<file path="src/rtl/rpr_pkg.sv">
package rpr_pkg;

   typedef enum logic [1:0] {
      CMD_IDLE     = 2'd0,
      CMD_EOI_AUTO = 2'd1,
      CMD_EOI_PIN  = 2'd2,
      CMD_SET_LOW  = 2'd3
   } cmd_kind_e;

   function automatic cmd_kind_e decode_cmd(input logic we, input logic eoi,
                                            input logic sel);
      cmd_kind_e k;
      k = CMD_IDLE;
      if (we) begin
         if (eoi) k = sel ? CMD_EOI_PIN : CMD_EOI_AUTO;
         else if (sel) k = CMD_SET_LOW;
      end
      return k;
   endfunction

endpackage

</file>
<file path="src/rtl/rpr_scan.sv">
module rpr_scan #(
   parameter int NUM_PINS = 8,
   localparam int PIN_W = $clog2(NUM_PINS)
) (
   input  logic [NUM_PINS-1:0] hit,
   input  logic [NUM_PINS-1:0] stop,
   input  logic [PIN_W-1:0]    base,
   output logic                found,
   output logic [PIN_W-1:0]    pin
);
   logic [2*NUM_PINS-1:0] hit_dbl, stop_dbl;
   logic [NUM_PINS-1:0]   hit_rot, stop_rot;
   logic                  blocked;

   always_comb begin
      hit_dbl  = {hit, hit} >> (int'(base) + 1);
      stop_dbl = {stop, stop} >> (int'(base) + 1);
      hit_rot  = hit_dbl[NUM_PINS-1:0];
      stop_rot = stop_dbl[NUM_PINS-1:0];
      found    = 1'b0;
      blocked  = 1'b0;
      pin      = '0;
      for (int i = 0; i < NUM_PINS; i++) begin
         if (!found && !blocked) begin
            if (stop_rot[i]) begin
               blocked = 1'b1;
            end else if (hit_rot[i]) begin
               found = 1'b1;
               pin   = PIN_W'(i) + base + PIN_W'(1);
            end
         end
      end
   end
endmodule

</file>
<file path="src/rtl/rpr_cmd_unit.sv">
module rpr_cmd_unit
   import rpr_pkg::*;
#(
   parameter int NUM_PINS = 8,
   localparam int PIN_W = $clog2(NUM_PINS)
) (
   input  logic                cmd_we,
   input  logic                cmd_eoi,
   input  logic                cmd_sel,
   input  logic                cmd_rot,
   input  logic [PIN_W-1:0]    cmd_lvl,
   input  logic                rot_cur,
   input  logic [NUM_PINS-1:0] isr_cur,
   input  logic [PIN_W-1:0]    low_cur,
   input  logic                hi_valid,
   input  logic [PIN_W-1:0]    hi_pin,
   output logic                rot_nxt,
   output logic [NUM_PINS-1:0] isr_nxt,
   output logic [PIN_W-1:0]    low_nxt
);
   cmd_kind_e           kind;
   logic                clr_hit;
   logic [PIN_W-1:0]    clr_pin;

   always_comb begin
      kind    = decode_cmd(cmd_we, cmd_eoi, cmd_sel);
      rot_nxt = cmd_we ? cmd_rot : rot_cur;
      isr_nxt = isr_cur;
      low_nxt = low_cur;
      clr_hit = 1'b0;
      clr_pin = cmd_lvl;
      unique case (kind)
         CMD_EOI_PIN:  clr_hit = 1'b1;
         CMD_EOI_AUTO: begin
            clr_hit = hi_valid;
            clr_pin = hi_pin;
         end
         CMD_SET_LOW:  if (rot_nxt) low_nxt = cmd_lvl;
         default:      ;
      endcase
      if (clr_hit) begin
         isr_nxt[clr_pin] = 1'b0;
         if (rot_nxt) low_nxt = clr_pin;
      end
   end
endmodule

</file>
<file path="src/rtl/rot_prio_resolver.sv">
module rot_prio_resolver #(
   parameter int NUM_PINS    = 8,
   parameter int CASCADE_PIN = 2,
   parameter bit HAS_CASCADE = 1'b1,
   localparam int PIN_W = $clog2(NUM_PINS)
) (
   input  logic                clk,
   input  logic                rst,
   input  logic [NUM_PINS-1:0] irr_set,
   input  logic [NUM_PINS-1:0] line_high,
   input  logic                mask_we,
   input  logic [NUM_PINS-1:0] mask_wdata,
   input  logic                cmd_we,
   input  logic                cmd_eoi,
   input  logic                cmd_sel,
   input  logic                cmd_rot,
   input  logic [PIN_W-1:0]    cmd_lvl,
   input  logic                smm_we,
   input  logic                smm_en,
   input  logic                sfnm_en,
   input  logic                aeoi_en,
   input  logic                ack_we,
   input  logic [PIN_W-1:0]    ack_pin,
   output logic                pend_valid,
   output logic [PIN_W-1:0]    pend_pin,
   output logic [NUM_PINS-1:0] isr_out,
   output logic [NUM_PINS-1:0] irr_out,
   output logic [NUM_PINS-1:0] imr_out,
   output logic [PIN_W-1:0]    low_prio
);
   localparam logic [PIN_W-1:0] LOW_RESET = PIN_W'(NUM_PINS - 1);

   generate
      if (NUM_PINS < 2 || (NUM_PINS & (NUM_PINS - 1)) != 0) begin : g_bad_pins
         $error("NUM_PINS must be a power of two of at least 2");
      end
      if (HAS_CASCADE && (CASCADE_PIN < 0 || CASCADE_PIN >= NUM_PINS)) begin : g_bad_casc
         $error("CASCADE_PIN out of range");
      end
   endgenerate

   logic [NUM_PINS-1:0] irr_q, isr_q, imr_q;
   logic [PIN_W-1:0]    low_q;
   logic                rot_q, smm_q;

   // in-service bits that may block a pending request
   logic [NUM_PINS-1:0] casc_ignore;
   logic [NUM_PINS-1:0] block_vec;

   generate
      if (HAS_CASCADE) begin : g_casc
         always_comb begin
            casc_ignore = '0;
            casc_ignore[CASCADE_PIN] = sfnm_en;
         end
      end else begin : g_nocasc
         assign casc_ignore = '0;
      end
   endgenerate

   assign block_vec = smm_q ? '0 : (isr_q & ~casc_ignore);

   rpr_scan #(.NUM_PINS(NUM_PINS)) u_pend_scan (
      .hit   (irr_q & ~imr_q),
      .stop  (block_vec),
      .base  (low_q),
      .found (pend_valid),
      .pin   (pend_pin)
   );

   logic             hi_valid;
   logic [PIN_W-1:0] hi_pin;

   rpr_scan #(.NUM_PINS(NUM_PINS)) u_isr_scan (
      .hit   (smm_q ? (isr_q & ~imr_q) : isr_q),
      .stop  ('0),
      .base  (low_q),
      .found (hi_valid),
      .pin   (hi_pin)
   );

   logic                rot_c;
   logic [NUM_PINS-1:0] isr_c;
   logic [PIN_W-1:0]    low_c;

   rpr_cmd_unit #(.NUM_PINS(NUM_PINS)) u_cmd (
      .cmd_we   (cmd_we),
      .cmd_eoi  (cmd_eoi),
      .cmd_sel  (cmd_sel),
      .cmd_rot  (cmd_rot),
      .cmd_lvl  (cmd_lvl),
      .rot_cur  (rot_q),
      .isr_cur  (isr_q),
      .low_cur  (low_q),
      .hi_valid (hi_valid),
      .hi_pin   (hi_pin),
      .rot_nxt  (rot_c),
      .isr_nxt  (isr_c),
      .low_nxt  (low_c)
   );

   // acknowledge stage, applied after the command stage
   logic [NUM_PINS-1:0] isr_n, irr_clr;
   logic [PIN_W-1:0]    low_n;

   always_comb begin
      isr_n   = isr_c;
      low_n   = low_c;
      irr_clr = '0;
      if (ack_we) begin
         irr_clr[ack_pin] = ~line_high[ack_pin];
         if (aeoi_en) begin
            if (rot_c) low_n = ack_pin;
         end else begin
            isr_n[ack_pin] = 1'b1;
         end
      end
   end

   always_ff @(posedge clk) begin
      if (rst) begin
         irr_q <= '0;
         isr_q <= '0;
         imr_q <= '0;
         low_q <= LOW_RESET;
         rot_q <= 1'b0;
         smm_q <= 1'b0;
      end else begin
         irr_q <= (irr_q & ~irr_clr) | irr_set;
         isr_q <= isr_n;
         low_q <= low_n;
         rot_q <= rot_c;
         if (mask_we) imr_q <= mask_wdata;
         if (smm_we)  smm_q <= smm_en;
      end
   end

   assign isr_out  = isr_q;
   assign irr_out  = irr_q;
   assign imr_out  = imr_q;
   assign low_prio = low_q;

endmodule

</file>
<file path="config.mk">
export PLATFORM = sky130hd
export DESIGN_NAME = rot_prio_resolver
export DESIGN_NICKNAME = d
export VERILOG_FILES = /design/src/rtl/rpr_pkg.sv /design/src/rtl/rpr_scan.sv /design/src/rtl/rpr_cmd_unit.sv /design/src/rtl/rot_prio_resolver.sv
export SDC_FILE = /design/constraint.sdc
export NUM_CORES = 1
export LEC_CHECK = 0
export BUFFER_PORTS_ARGS = -buffer_cell sky130_fd_sc_hd__buf_2
export CORE_ASPECT_RATIO = 0.7
export CORE_MARGIN = 2
export CORE_UTILIZATION = 50
export DETAILED_ROUTE_END_ITERATION = 8
export GPL_ROUTABILITY_DRIVEN = 0
export GPL_TIMING_DRIVEN = 0
export PLACE_DENSITY = 0.72
export SLEW_MARGIN = 20
export SYNTH_ARGS = -nofsm -noshare
export SYNTH_HDL_FRONTEND = slang
export SYNTH_HIERARCHICAL = 1
export SYNTH_SLANG_ARGS = --single-unit
</file>
<file path="constraint.sdc">
create_clock -name clk -period 7.6 [get_ports clk]
set_input_delay 0.38 -clock clk [delete_from_list [all_inputs] [get_ports clk]]
set_output_delay 0.38 -clock clk [all_outputs]
set_load 0.02 [all_outputs]
</file>
==> summary.md <==
| Metric | Value |
|---|---|
| First-pass GRT wire length | 20,200 um |
| IO Pins | 73 |
| Area leader, netlist | dfxtp_1 |
| Largest net degree at the start of global routing | 18 |
| Hold WC Path Type | in -> reg |
| Worst-path cell chain | clkbuf_1 -> a21boi_0 -> mux4_1 -> mux2i_1 -> o311ai_2 -> or4_4 -> o32ai_1 -> a31oi_1 -> a22oi_1 -> mux2i_1 -> nor4b_1 -> a21boi_0 -> inv_1 -> o22ai_1 |
| CP Capture Type | flop |
| Synthesized flop and latch total | 29 |
| Final #Nets | 665 |
| Vias in the first global route | 4,106 |
| Cells after Synth | 495 |
| Total setup buffers inserted after CTS | 0 |
| Initial DRC count | ~360 |
| Post-synthesis sequential area ratio | 13.7% |
| N_diodes | 0 |
| Area Growth Syn to Fin | 18.3% |
| Fmax | between 0.2 and 0.25 GHz |
| Clk root buf | clkbuf_16 |
| TritonCTS clock tree | done |
| Overall Power | between 0.6 and 0.7 mW |
| Async S/R FF share, synth | 0% |
| CP required | 7730 ps |
| Total negative slack | 0 ps |
| Clk slew on worst S/H paths | 50 ps |
| Core area | 0.00834 mm^2 |
| Critical path's slowest cell | mux4_1 |
| TritonCTS buffer count | 5 |
| VDD IR max | 0.000135 V |
| Max-slew violations | 0 |
| Row cnt | 28 |
| RSZ-0062 raised after global routing | false |
| Critical Path AT | around 4600 ps |
| Total GRT Usage | between 20% and 30% |
| Leak | 2.31 nW |
| Vias per std cell | 6.20 |
| Worst Path Max Fanout | 10 |
| Hold Buf Count CTS | 0 |
| Htree depth | 2 |
| Resized Gates After CTS | 0 |
| Commonest non-fill, non-tap cell in the layout | buf_2 |
| Synth top area share | between 10 and 15% |
| Outcome | completed |
| Via Count | 4,465 |
| Worst-Margin Slew | about 930 ps |
| Kind of critical path | reg -> reg |
| Post-synth EDFFs | 0 |
| WL final | 12,600 um |
| Final ANT Viol Nets | 0 |
| Port Buffer Count | 70 |
| Endpoints failing hold | 0 |
| Rel. slew slack | 37.9% |
| Distinct cells, synth | 85 |
| CP bufs+invs | 2 |
| Residual DRC | 0 |
| Initial Util | 50.9% |
| Layout cells sized above 1 | between 20% and 30% |
| Pre-Repair DR Iteration Count | 5 |
| Max_cap viols | 0 |
| Gr ovfl total | 0 |
| Die Area | 0.00925 mm^2 |
| Setup Skew | 4.75 ps |
| Die X | 114 um |
| CP startpoint kind | flop |
| Final critical-path share of the clock period | 59.3% |
| HPWL Detailed | 10,100 um |
| Initial antenna violation count | 0 |
| # clock sinks | 29 |
| Area contributors post-synth | dfxtp_1 14%, mux4_2 10%, mux2i_1 8.0% |
| Cell family with most CP delay | compound AO/OA/AOI/OAI gates |
| Fin crit period | about 4500 ps |
| WL/cell | 17.6 um |
| Synth Flop Type | dfxtp_1 |
| Slowest Stage Delay on Critical Path | between 600 and 700 ps |
| Most frequent cells in the layout | 78 x buf_2, 54 x nor2_1, 43 x conb_1 |
| Worst-skew pair later-pin latency | 270 ps |
| Post-Syn Area | 0.00424 mm^2 |
| Pwr dens | 125 mW/mm^2 |
| # setup viols final | 0 |
| CTS max path bufs | 2 |
| Worst hold margin | between 300 and 400 ps |
| Average size of a mapped cell | 8.57 um^2 |
| Ys Warns | 6 |
| Die Y | 81.1 um |
-- where the power goes --
part	internal [mW]	switching (mW)	leakage, nW
combinational	0.115	0.159	2.00
clock	0.120	0.0621	0.0706
sequential	0.161	0.0118	0.239
-- path summary, 6_finish.rpt --
| kind | depth (start not counted) | endpoint | start | slack (ps) |
|---|---|---|---|---|
| max | 14 | isr_out[2]$_SDFF_PP0_ | smm_q$_SDFFE_PP0P_ | 3090 |
| min | 3 | imr_out[2]$_SDFFE_PP0P_ | mask_wdata[2] | 360 |
| max reg2reg | 14 | isr_out[2]$_SDFF_PP0_ | smm_q$_SDFFE_PP0P_ | 3090 |
| min reg2reg | 2 | irr_out[2]$_SDFF_PP0_ | irr_out[2]$_SDFF_PP0_ | 520 |
-- state kept, by name (all words and copies together) (netlist names) --
name	count
rot_q	1
irr_out	8
isr_out	8
imr_out	8
smm_q	1
low_prio	3
-- cell usage after synthesis (all sizes together) (7+ instances only) --
cell    count
a21boi     14
a21o        7
a21oi      14
buf        18
clkbuf      9
dfxtp      29
ha          9
inv        36
mux2       16
mux2i      36
mux4       25
nand2      21
nand2b      9
nand3      11
nand3b      8
nor2       54
nor2b      29
nor3        7
nor3b      10
o211ai      8
o21ai      10
o22ai      13
-- area by class of cell --
type                       instances  area (um^2)
sequential                        29          581
timing repair buffer              70          350
clock inverter                     2         10.0
clock buffer                       6          129
inverter                          36          135
tap                              105          131
buffer                            27          176
fill                             732         3320
multi-input combinational        445         3510
-- logic make-up (layout without fill, tap and decap cells) --
kind of cell,count (synthesis),in the layout,share of synthesized area [%]
other,1,43,0.0884
muxes,77,77,27.5
and+or+nand+nor,185,185,24.9
adders and majority gates,9,9,2.65
DFF,29,29,13.7
AOI/OAI and AO/OA,127,127,23.0
xor gates and xnor gates,4,4,0.826
buffers and inverters,63,141,7.35
-- metal layers --
layer	wire length, um	vias to the layer above	GRT usage [%]
li1	-	2096	-
met1	5720	2100	38.2
met2	5580	255	44.2
met3	1230	14	4.85
met4	111	0	4.88
met5	0	-	0
-- through the flow --
stage | setup slack (ps) | cell area (um^2) | cells | utilization, %
2_1_floorplan | 3880 | 4400 | 537 | -
3_3_place_gp | 3190 | 4880 | 712 | 58.5
3_5_place_dp | 3190 | 4880 | 712 | 58.5
4_1_cts | 3160 | 5020 | 720 | 60.2
5_1_grt | 2730 | 5020 | 720 | 60.2
6_report | 3090 | 5020 | 720 | 60.2
-- worst register-to-register path, stage by stage, from the launching register on --
cell      delay, ps
dfxtp_1         440
clkbuf_1        350
a21boi_0        330
mux4_1          650
mux2i_1         270
o311ai_2        230
or4_4           620
o32ai_1         300
a31oi_1          80
a22oi_1         190
mux2i_1         190
nor4b_1         410
a21boi_0        150
inv_1            70
o22ai_1          80
Note: power is estimated with default switching activity, not from simulation.
